--- src/rtl/rid_pkg.sv ---
package rid_pkg;
   localparam int unsigned ID_W_DFLT  = 64;
   localparam int unsigned CRC_W_DFLT = 8;
   localparam int unsigned FAM_W_DFLT = 8;
   localparam logic [7:0]  FAMILY_DFLT = 8'h2D;
   // generator x^8+x^5+x^4+1 in normal (msb-first) notation
   localparam logic [7:0]  POLY_DFLT   = 8'h31;

   typedef struct packed {
      logic crc_ok;
      logic fam_ok;
   } rid_verdict_t;
endpackage

--- src/rtl/rid_crc_step.sv ---
module rid_crc_step #(
   parameter int unsigned       CRC_W       = 8,
   parameter logic [CRC_W-1:0]  POLY        = 8'h31,
   parameter bit                SHIFT_RIGHT = 1'b1
) (
   input  logic [CRC_W-1:0] crc_i,
   input  logic             bit_i,
   output logic [CRC_W-1:0] crc_o
);
   logic [CRC_W-1:0] poly_r;

   generate
      for (genvar g = 0; g < CRC_W; g++) begin : g_refl
         assign poly_r[g] = POLY[CRC_W-1-g];
      end

      if (SHIFT_RIGHT) begin : g_rshift
         logic fb;
         always_comb begin
            fb    = crc_i[0] ^ bit_i;
            crc_o = (crc_i >> 1) ^ (fb ? poly_r : '0);
         end
      end else begin : g_lshift
         logic fb;
         always_comb begin
            fb    = crc_i[CRC_W-1] ^ bit_i;
            crc_o = (crc_i << 1) ^ (fb ? POLY : '0);
         end
      end
   endgenerate
endmodule

--- src/rtl/rid_track.sv ---
module rid_track
   import rid_pkg::*;
#(
   parameter int unsigned       ID_W        = 64,
   parameter int unsigned       CRC_W       = 8,
   parameter int unsigned       FAM_W       = 8,
   parameter logic [FAM_W-1:0]  FAMILY      = 8'h2D,
   parameter logic [CRC_W-1:0]  POLY        = 8'h31,
   parameter bit                SHIFT_RIGHT = 1'b1
) (
   input  logic             clk,
   input  logic             rst_n,
   input  logic             clr,
   input  logic             shift_en,
   input  logic             bit_i,
   output logic [CRC_W-1:0] crc_calc,
   output logic             crc_calc_vld,
   output logic             done,
   output rid_verdict_t     verdict
);
   localparam int unsigned   CW       = $clog2(ID_W + 1);
   localparam int unsigned   PRE_W    = ID_W - CRC_W;
   localparam logic [CW-1:0] N_FULL   = CW'(ID_W);
   localparam logic [CW-1:0] N_LAST   = CW'(ID_W - 1);
   localparam logic [CW-1:0] N_PRE    = CW'(PRE_W - 1);
   localparam logic [CW-1:0] N_FAM    = CW'(FAM_W);
   localparam logic [CW-1:0] ONE      = CW'(1);

   logic [CRC_W-1:0] crc_q, crc_nx;
   logic [CW-1:0]    nbits_q;
   logic [FAM_W-1:0] fam_q;
   logic             take;

   rid_crc_step #(
      .CRC_W       (CRC_W),
      .POLY        (POLY),
      .SHIFT_RIGHT (SHIFT_RIGHT)
   ) u_step (
      .crc_i (crc_q),
      .bit_i (bit_i),
      .crc_o (crc_nx)
   );

   assign take = shift_en && (nbits_q != N_FULL);

   always_ff @(posedge clk) begin
      if (!rst_n || clr) begin
         crc_q        <= '0;
         nbits_q      <= '0;
         fam_q        <= '0;
         crc_calc     <= '0;
         crc_calc_vld <= 1'b0;
         done         <= 1'b0;
         verdict      <= '0;
      end else begin
         done <= 1'b0;
         if (take) begin
            crc_q   <= crc_nx;
            nbits_q <= nbits_q + ONE;
            if (nbits_q < N_FAM)
               fam_q <= {bit_i, fam_q[FAM_W-1:1]};
            if (nbits_q == N_PRE) begin
               crc_calc     <= crc_nx;
               crc_calc_vld <= 1'b1;
            end
            if (nbits_q == N_LAST) begin
               done           <= 1'b1;
               verdict.crc_ok <= (crc_nx == '0);
               verdict.fam_ok <= (fam_q == FAMILY);
            end
         end
      end
   end
endmodule

--- config.mk ---
export PLATFORM = sky130hd
export DESIGN_NAME = rid_track
export DESIGN_NICKNAME = d
export VERILOG_FILES = /design/src/rtl/rid_pkg.sv /design/src/rtl/rid_crc_step.sv /design/src/rtl/rid_track.sv
export SDC_FILE = /design/constraint.sdc
export NUM_CORES = 1
export LEC_CHECK = 0
export BUFFER_PORTS_ARGS = -buffer_cell sky130_fd_sc_hd__buf_2
export CAP_MARGIN = 10
export CORE_MARGIN = 2
export CORE_UTILIZATION = 30
export DETAILED_ROUTE_END_ITERATION = 16
export GPL_TIMING_DRIVEN = 0
export PLACE_DENSITY_LB_ADDON = 0.1
export SETUP_SLACK_MARGIN = 0.1
export SYNTH_ARGS = -nofsm -noshare
export SYNTH_HDL_FRONTEND = slang
export SYNTH_SLANG_ARGS = --single-unit
--- constraint.sdc ---
create_clock -name clk -period 1.5 [get_ports clk]
set_input_delay 0.225 -clock clk [delete_from_list [all_inputs] [get_ports clk]]
set_output_delay 0.225 -clock clk [all_outputs]
set_load 0.01 [all_outputs]
==> summary.txt, run 1 <==
Routing
  • Via count: 1424
  • Vias/cell: 5.086
  • DRC: 0
  • Detailed Route Iter0 Violations: 93
  • First-pass iteration count of the detailed router: 4
  • Wire per inst: 15.27 µm
  • Total wire length: 4276 µm
  • Final antenna-violating net count: 0

Setup path
  • Critical Path RT: 1660 ps
  • CP delay by family, top: buffers and inverters
  • CP cell instances: buf_6 > or3b_4 > buf_8 > clkbuf_16 > o21ai_2 > a21oi_1
  • Slowest cell on the critical path: or3b_4
  • Crit path DAT: 1610 ps
  • Critical Path Source Type: register
  • Highest cell delay on the worst timing path: 380 ps
  • CP max FO: 7
  • CP Buf/Inv Count: 3
  • Crit. End Element: register
  • Critical path class: register to register

Die
  • DIE WIDTH: 76.06 µm
  • Cell row count: 26
  • Core area: 5075 µm²
  • Initial core utilization: 0.3070
  • Die height: 76.06 µm
  • I/O Pins: 17
  • Die Area: 5785 µm²

Power
  • Pwr Density: 828.6 nW/µm²
  • Lkg Pwr: 0.0007483 µW
  • Overall power: 1780 µW
  • Worst VDD drop: 0.0004119 V

Synthesis
  • Post-synth EDFFs: 0
  • Xor and xnor fraction of the mapped netlist area: 0.04739
  • Dominant synthesized flop cell: dfxtp_1
  • Largest family of logic cells by synthesized area: simple AND/OR/NAND/NOR gates
  • Area share of fa/ha/maj cells after synthesis: 0.01606
  • Seq/Total Area, Yosys: 0.4498
  • Compound-gate portion of the synthesized area: 0.1920
  • Area of the mapped netlist: 1558 µm²
  • Synth unique cells: 37
  • Net count after synthesis: 182
  • Number of synthesized register bits: 35
  • Mux contribution to synthesized area: 0.03855
  • Synth Instances: 175
  • Synth warnings: 0
  • Asr flop ratio synth: 0
  • Post-Syn Area per Cell: 8.901 µm²
  • Post-synthesis simple-gate area fraction: 0.2129

STA
  • Slew Viols, Final: 0
  • RSZ-0062 raised after global routing: true
  • Minimum clock period: 1443 ps
  • Slew Limit Headroom: 0.6307
  • F_max: 0.6930 GHz
  • Setup violations, final: 0
  • Fin worst setup slack: 57.07 ps
  • Hold violation total from the final report: 0
  • Worst Skew: 7.645 ps
  • Worst-Margin Slew: 554.0 ps
  • Fin crit share: 0.9620

Placement
  • DP HPWL: 2915 µm
  • I/O Buffers: 16
  • Routability Congestion: 0.7421
  • Placement Cell Area: 1728 µm²
  • Post-Place Worst Slack: -132.6 ps

Finish
  • Layout cells sized above 1: 0.4000
  • Finished Cell Area: 2148 µm²
  • Post-layout util: 0.4233
  • Synth-to-layout area growth: 37.91%
  • Ant. Diodes: 0
  • Nets: 216

Global routing
  • First-pass GRT wire length: 6948 µm
  • Initial antenna violation count: 0
  • Vias in the first global route: 1352
  • Largest net degree at the start of global routing: 13
  • GRT overflow: 0
  • Total track usage: 0.1519

CTS
  • Worst skew pair latency: 300 ps
  • TritonCTS Buffers: 5
  • Clk sinks: 35
  • Clk buf depth: 2
  • CTS tree: done
  • Root buf cell: clkbuf_8
  • Reg clk slew, reported paths: 80 ps
  • H-tree Lvls: 2

Outcome
  • Status: completed

Run
  • Max_cap viols: 0

Hold path
  • Hold Crit Class: primary input to register
cell usage after synthesis (all sizes together), types with 2 or more instances:
master / count / share of area
clkbuf: 9 / 0.022
inv: 4 / 0.0096
nand2: 12 / 0.029
o21ai: 20 / 0.064
o31ai: 2 / 0.0096
xor3: 2 / 0.031
mux2i: 6 / 0.039
o2111ai: 3 / 0.017
o311ai: 2 / 0.011
buf: 4 / 0.012
or2: 2 / 0.0080
nand3: 16 / 0.051
nor2: 5 / 0.012
nand3b: 2 / 0.0096
a21oi: 21 / 0.067
nor3: 3 / 0.0096
nand4: 5 / 0.020
dfxtp: 35 / 0.45
o211ai: 2 / 0.0096
ha: 2 / 0.016
xor2: 3 / 0.017
per-layer routing:
| metal | GRT usage | vias up | wire length (µm) |
|---|---|---|---|
| li1 | - | 714 | - |
| met1 | 0.2056 | 676 | 2020 |
| met2 | 0.2348 | 26 | 2012 |
| met3 | 0.03199 | 8 | 158 |
| met4 | 0.06545 | 0 | 85 |
| met5 | 0 | - | 0 |
cells in the final DEF (no fill, tap or decap), drive strengths merged, types with 2 or more instances in the layout:
cell type / instances
ha: 2
o211ai: 2
inv: 4
nand3: 16
mux2i: 6
nand3b: 2
nand4: 5
nor3: 3
o2111ai: 3
o31ai: 2
a21oi: 21
dfxtp: 35
o311ai: 2
nor2: 5
or2: 2
o21ai: 20
nand2: 12
buf: 30
xor3: 2
clkbuf: 15
clkinvlp: 2
xor2: 3
what timing repair did:
action / in CTS / in global routing
pin swaps: 22 / 21
hold buffers: 0 / 0
buffers inserted: 8 / 2
gates resized for setup: 50 / 33
endpoints found under the setup margin: 27 / 28
gates cloned: 1 / 0
through the flow:
step	setup TNS (ps)	instances	hold slack (ps)
floorplan	0	175	372.7
global placement	-1470	261	459.0
detailed placement	-1954	261	456.4
CTS	0	278	223.5
global route	-8.522	280	253.2
finish	0	280	232.2
flip-flops by register name, indices dropped and copies added (netlist names):
signal        flops
fam_q             8
done              1
verdict           2
crc_calc          8
nbits_q           7
crc_q             8
crc_calc_vld      1
cell families (layout without fill, tap and decap cells):
| family | Yosys count | in the layout |
|---|---|---|
| compound gates | 52 | 52 |
| xor+xnor | 5 | 5 |
| fa+ha+maj | 2 | 2 |
| buf+inv | 17 | 52 |
| flops | 35 | 35 |
| mux | 6 | 6 |
| simple gates | 58 | 58 |
worst paths after layout:
kind,startpoint,end,slack [ps],depth (start not counted)
max,nbits_q[3]$_SDFFE_PP0P_,fam_q[5]$_SDFFE_PP0P_,60,6
min,bit_i,fam_q[7]$_SDFFE_PP0P_,230,3
max reg2reg,nbits_q[3]$_SDFFE_PP0P_,fam_q[5]$_SDFFE_PP0P_,60,6
min reg2reg,fam_q[0]$_SDFFE_PP0P_,fam_q[0]$_SDFFE_PP0P_,460,2
where the power goes:
part	leakage, µW	total (µW)	internal (µW)	switching, µW
Combinational	0.000422	145	66.3	79.0
Clock	0.0000402	693	323	370
Sequential	0.000286	942	933	8.98
Total	0.000748	1780	1320	458
final cells by class:
type                    count  area, µm²
inverters                   4      17.52
repair buffers             27      191.4
flip-flops and latches     35      713.2
fillers                   521       2927
clock buffers               5      68.82
plain buffers              13      110.1
well taps                  70      87.58
multi-input cells         123      939.7
clock inverters             3      20.02
worst min-delay path: cells and delay by family:
kind / cells / cell delay, ps
AOI/OAI and AO/OA: 1 / 60
buffers and inverters: 1 / 130
and+or+nand+nor: 1 / 70
(Power assumes the default switching activity.)
==> run 2: changes to the inputs <==
--- a/config.mk
+++ b/config.mk
@@ -12,6 +12,7 @@
 export DETAILED_ROUTE_END_ITERATION = 16
 export GPL_TIMING_DRIVEN = 0
 export PLACE_DENSITY_LB_ADDON = 0.1
+export REMOVE_ABC_BUFFERS = 1
 export SETUP_SLACK_MARGIN = 0.1
 export SYNTH_ARGS = -nofsm -noshare
 export SYNTH_HDL_FRONTEND = slang
==> run 2 against run 1 <==
Power is 6.7% higher; sequential cell count unchanged; register-to-register slack better by 20 ps; critical path depth is 3 lower; critical endpoint is now verdict[0]$_SDFFE_PP0P_; largest power group unchanged.
==> summary.txt, run 2 (same netlist as run 1, synthesis figures left out) <==
Power
  • Gate power share: 0.055
  • Internal power: 1469 µW
  • Sequential power share: 0.494
  • Worst VDD drop: 0.0004182 V
  • Net switching power: 430.4 µW
  • Switch share: 0.2266
  • Lkg Pwr: 0.0006638 µW
  • Clock network fraction of total power: 0.451
  • Pwr Density: 978.7 nW/µm²

Die
  • DIE WIDTH: 76.06 µm
  • Cell row count: 26
  • Die Area: 5785 µm²
  • Initial core utilization: 0.3070
  • Die height: 76.06 µm
  • I/O Pins: 17
  • Core area: 5075 µm²

CTS
  • Root buf cell: clkbuf_8
  • TritonCTS Buffers: 5
  • Reg clk slew, reported paths: 80 ps
  • Clk buf depth: 2
  • Clk sinks: 35
  • H-tree Lvls: 2
  • Worst skew pair latency: 290 ps
  • CTS tree: done

STA
  • Setup violations, final: 0
  • Slew Limit Headroom: 0.3723
  • Fin crit share: 0.9508
  • Worst hold margin: 215.8 ps
  • Worst-Margin Slew: 939.6 ps
  • Worst Skew: 10.78 ps
  • Minimum clock period: 1426 ps
  • RSZ-0062 raised after global routing: true
  • F_max: 0.7012 GHz
  • Post-route setup TNS: 0 ps
  • Slew Viols, Final: 0
  • Hold violation total from the final report: 0

Routing
  • DRC: 0
  • Detailed Route Iter0 Violations: 48
  • Via count: 1326
  • Total wire length: 3843 µm
  • Vias/cell: 5.080
  • Wire per inst: 14.72 µm
  • First-pass iteration count of the detailed router: 4
  • Final antenna-violating net count: 0

Run
  • Max_cap viols: 0

Setup path
  • Crit path DAT: 1640 ps
  • CP max FO: 3
  • Crit. End Element: register
  • Critical Path RT: 1710 ps
  • Critical Path Source Type: register
  • Critical path class: register to register

Finish
  • Layout cells sized above 1: 0.2827
  • Most common cell after layout, fill and taps aside: dfxtp_1
  • Synth-to-layout area growth: 24.58%
  • Ant. Diodes: 0
  • Biggest regs: crc_calc (8), crc_q (8), fam_q (8)
  • Nets: 197
  • Finished Cell Area: 1941 µm²
  • Post-layout util: 0.3824
  • Commonest non-fill, non-tap cells in the layout: dfxtp_1 (26), a21oi_1 (20), o21ai_0 (17)
  • Non-filler cells in the finished layout: 261

Global routing
  • First-pass GRT wire length: 6582 µm
  • Total track usage: 0.1405
  • Vias in the first global route: 1300
  • Largest net degree at the start of global routing: 29
  • GRT overflow: 0
  • Initial antenna violation count: 0

Placement
  • Routability Congestion: 0.7185
  • Placed cells: 248
  • I/O Buffers: 16
  • DP HPWL: 2644 µm
  • Placement Cell Area: 1673 µm²

Outcome
  • Status: completed

Hold path
  • Hold Crit Class: primary input to register
## run 2: cell count changes in the layout (fill, tap and decap cells not counted), moves of 4 or more
cell,delta
buf_4,-5
buf_6,-4
o21ai_2,-15
clkbuf_1,-4
o21ai_0,+14
## run 2: critical path: stages, from the launching register on
cell and delay [ps]:
dfxtp_2 330, or4b_1 490, or4_1 400, a21oi_1 120
## run 2: timing repair
action	4_1_cts	5_1_grt
endpoints found under the setup margin	30	28
buffers inserted	4	1
hold buffers	0	0
resized for setup	22	12
pin swaps	7	3
## run 2: power by group through the flow
| stage | combinational (µW) | sequential (µW) | clock [µW] |
|---|---|---|---|
| 3_5_place_dp | 84.7 | 962 | 0 |
| 2_1_floorplan | 55.1 | 961 | 0 |
| 4_1_cts | 101 | 942 | 878 |
| 5_1_grt | 114 | 939 | 917 |
| 6_report | 104 | 939 | 857 |
| 3_3_place_gp | 83.8 | 963 | 0 |
## run 2: layout make-up
class / count / area, µm²
Clock buffer: 5 / 68.82
Inverter: 4 / 17.52
Timing Repair Buffer: 21 / 130.1
Clock inverter: 3 / 43.79
Multi-Input combinational cell: 123 / 873.3
Fill cell: 546 / 3134
Tap cell: 70 / 87.58
Sequential cell: 35 / 719.4
## run 2: worst paths after layout
| kind | startpoint | depth (start not counted) | slack [ps] | endpoint |
|---|---|---|---|---|
| setup reg to reg | fam_q[7]$_SDFFE_PP0P_ | 3 | 70 | verdict[0]$_SDFFE_PP0P_ |
| hold reg to reg | crc_calc_vld$_SDFFE_PP0P_ | 2 | 470 | crc_calc_vld$_SDFFE_PP0P_ |
| setup / recovery | fam_q[7]$_SDFFE_PP0P_ | 3 | 70 | verdict[0]$_SDFFE_PP0P_ |
| hold / removal | bit_i | 3 | 220 | fam_q[7]$_SDFFE_PP0P_ |
## run 2: routing by layer
layer	wire length [µm]	up-vias	global-route usage
li1	-	669	-
met1	1958	634	0.1878
met2	1742	18	0.2232
met3	88	5	0.02607
met4	53	0	0.06000
met5	0	-	0
## run 2: stage by stage
stage               worst slack, ps  power, µW
floorplan                     66.54       1016
finish                        73.83       1899
global placement             -209.4       1046
CTS                           33.51       1921
global route                  11.06       1970
detailed placement           -274.1       1047
==> run 3: changes to the inputs <==
--- a/config.mk
+++ b/config.mk
@@ -5,6 +5,7 @@
 export SDC_FILE = /design/constraint.sdc
 export NUM_CORES = 1
 export LEC_CHECK = 0
+export ABC_AREA = 1
 export BUFFER_PORTS_ARGS = -buffer_cell sky130_fd_sc_hd__buf_2
 export CAP_MARGIN = 10
 export CORE_MARGIN = 2
==> run 3 against run 2 <==
First-iteration DRC count up 21%; non-clock buffer count up 1; clock skew down 5.5 ps; core utilization up 1.5 points; fmax up 4.6%; largest cell class unchanged.
==> summary.txt, run 3 <==
STA
  • Minimum clock period: 1364 ps
  • Slew Viols, Final: 0
  • Hold violation total from the final report: 0
  • Worst Skew: 5.301 ps
  • Fin crit share: 0.9093
  • Setup violations, final: 0
  • F_max: 0.7332 GHz
  • Worst-Margin Slew: 378.2 ps
  • RSZ-0062 raised after global routing: true
  • Slew Limit Headroom: 0.7479
  • Post-route setup TNS: 0 ps

Setup path
  • Worst reg2reg path depth: 9
  • Critical Path Source Type: register
  • CP max FO: 7
  • Critical Path RT: 1670 ps
  • R2r setup slk: 140 ps
  • FF-to-FF End: crc_calc_vld$_SDFFE_PP0P_
  • Crit path DAT: 1530 ps
  • Crit. End Element: register
  • Critical path class: register to register
  • Reg-to-reg startpoint: nbits_q[0]$_SDFFE_PP0P_

Hold path
  • Hold Crit Class: primary input to register
  • Endpoint, Worst Hold: fam_q[7]$_SDFFE_PP0P_
  • WHS Path Cells: 3
  • Hold path start: bit_i

Finish
  • Nets: 254
  • Most common cell after layout, fill and taps aside: nand2_1
  • Layout cells sized above 1: 0.2782
  • Ant. Diodes: 0
  • Commonest non-fill, non-tap cells in the layout: nand2_1 (41), nor2_1 (36), dfxtp_1 (29)
  • Synth-to-layout area growth: 27.36%
  • Biggest regs: crc_calc (8), crc_q (8), fam_q (8)
  • Finished Cell Area: 2044 µm²

Synthesis
  • Asr flop ratio synth: 0
  • Synth unique cells: 25
  • Synth warnings: 0
  • Post-synth top area share: 0.4365
  • Area of the mapped netlist: 1605 µm²
  • Top post-synthesis cells by area: dfxtp_1 (44%), nor2_1 (11%), nand2_1 (10%)
  • Area leader, netlist: dfxtp_1
  • Seq/Total Area, Yosys: 0.4365
  • Post-synth top cells: nor2_1 (47), nand2_1 (44), dfxtp_1 (35)
  • Synth Instances: 225
  • Post-synth EDFFs: 0
  • Post-Syn Area per Cell: 7.135 µm²
  • Number of synthesized register bits: 35
  • Count leader, synth: nor2_1
  • Dominant synthesized flop cell: dfxtp_1

Power
  • Pwr Density: 907.9 nW/µm²
  • Lkg Pwr: 0.0008226 µW
  • Worst VDD drop: 0.0004544 V
  • Overall power: 1856 µW

Placement
  • Routability Congestion: 0.7135
  • Placement Cell Area: 1745 µm²
  • I/O Buffers: 16
  • DP HPWL: 2232 µm

Routing
  • Detailed Route Iter0 Violations: 58
  • Wire per inst: 10.83 µm
  • Total wire length: 3443 µm
  • Via count: 1387
  • Final antenna-violating net count: 0
  • First-pass iteration count of the detailed router: 4
  • DRC: 0
  • Vias/cell: 4.362

CTS
  • Worst skew pair latency: 280 ps
  • TritonCTS Buffers: 5
  • Reg clk slew, reported paths: 70 ps
  • Root buf cell: clkbuf_8
  • Hold Buf Count CTS: 0
  • CTS tree: done
  • Clk buf depth: 2
  • Clk sinks: 35
  • H-tree Lvls: 2

Outcome
  • Status: completed

Run
  • Max_cap viols: 0

Die
  • Initial core utilization: 0.3123
  • Cell row count: 26
  • DIE WIDTH: 77.15 µm
  • Core area: 5140 µm²
  • Die height: 77.15 µm
  • Die Area: 5952 µm²
  • I/O Pins: 17

Global routing
  • Initial antenna violation count: 0
  • Vias in the first global route: 1241
  • Largest net degree at the start of global routing: 25
  • First-pass GRT wire length: 5865 µm
  • GRT overflow: 0
  • Total track usage: 0.1254
-- run 3: critical path: stages (launching register included) --
cell     delay (ps)
dfxtp_4         370
inv_4            70
ha_4            120
nand2_2          50
inv_2            60
nand3_4         180
nand3_4         230
inv_8            70
nor2_4           70
nor2_1           40
-- run 3: logic make-up after synthesis --
family / after synthesis / share of synthesized area
and+or+nand+nor: 112 / 0.3118
buffers and inverters: 39 / 0.1068
DFF: 35 / 0.4365
AOI/OAI and AO/OA: 32 / 0.1021
xor gates and xnor gates: 5 / 0.02728
adders and majority gates: 2 / 0.01559
-- run 3: what timing repair did --
action,CTS,global route
cloned,2,0
pin swaps,3,7
endpoints found under the setup margin,27,34
gates resized for setup,12,35
hold endpoints to repair,0,0
setup buffers,4,1
-- run 3: how the worst max path moves through the flow --
stage | slack (ps) | to | from | cells past startpoint
after global routing | 60 | crc_calc_vld$_SDFFE_PP0P_ | nbits_q[0]$_SDFFE_PP0P_ | 9
after detailed placement | -150 | crc_q[3]$_SDFFE_PP0P_ | nbits_q[0]$_SDFFE_PP0P_ | 9
after floorplan | -110 | nbits_q[6]$_SDFFE_PP0P_ | rst_n | 6
final | 140 | crc_calc_vld$_SDFFE_PP0P_ | nbits_q[0]$_SDFFE_PP0P_ | 9
after CTS | 100 | nbits_q[6]$_SDFFE_PP0P_ | nbits_q[1]$_SDFFE_PP0P_ | 7
after global placement | -1110 | nbits_q[6]$_SDFFE_PP0P_ | rst_n | 7
-- run 3: where the power goes --
part / total [µW] / leakage [µW] / internal (µW) / switching (µW)
logic: 142 / 0.000484 / 50.9 / 91.1
clock network: 753 / 0.0000515 / 419 / 334
registers: 961 / 0.000287 / 946 / 15.3
total: 1860 / 0.000823 / 1420 / 441
-- run 3: stage by stage --
| stage | util | setup WS [ps] | hold WS [ps] | cells |
|---|---|---|---|---|
| after global routing | 0.3978 | 64.28 | 273.0 | 318 |
| after floorplan | - | -114.8 | 391.7 | 216 |
| final | 0.3978 | 136.1 | 246.5 | 318 |
| after detailed placement | 0.3396 | -151.7 | 460.6 | 303 |
| after global placement | 0.3337 | -1110 | 452.3 | 302 |
| after CTS | 0.3749 | 96.35 | 229.9 | 317 |
-- run 3: layout make-up --
| class | count | area, µm² |
|---|---|---|
| multi-input cells | 153 | 862.1 |
| well taps | 70 | 87.58 |
| fillers | 586 | 3095 |
| repair buffers | 22 | 148.9 |
| clock buffers | 8 | 100.1 |
| inverters | 30 | 132.6 |
| flip-flops and latches | 35 | 713.2 |
-- run 3: routing by layer --
layer | wire length, µm | track usage | share of wire | vias up
met5 | 0 | 0 | 0 | -
met4 | 34 | 0.05893 | 0.0099 | 0
met3 | 139 | 0.03529 | 0.040 | 2
met2 | 1467 | 0.1887 | 0.43 | 24
met1 | 1802 | 0.1650 | 0.52 | 615
li1 | - | - | - | 746
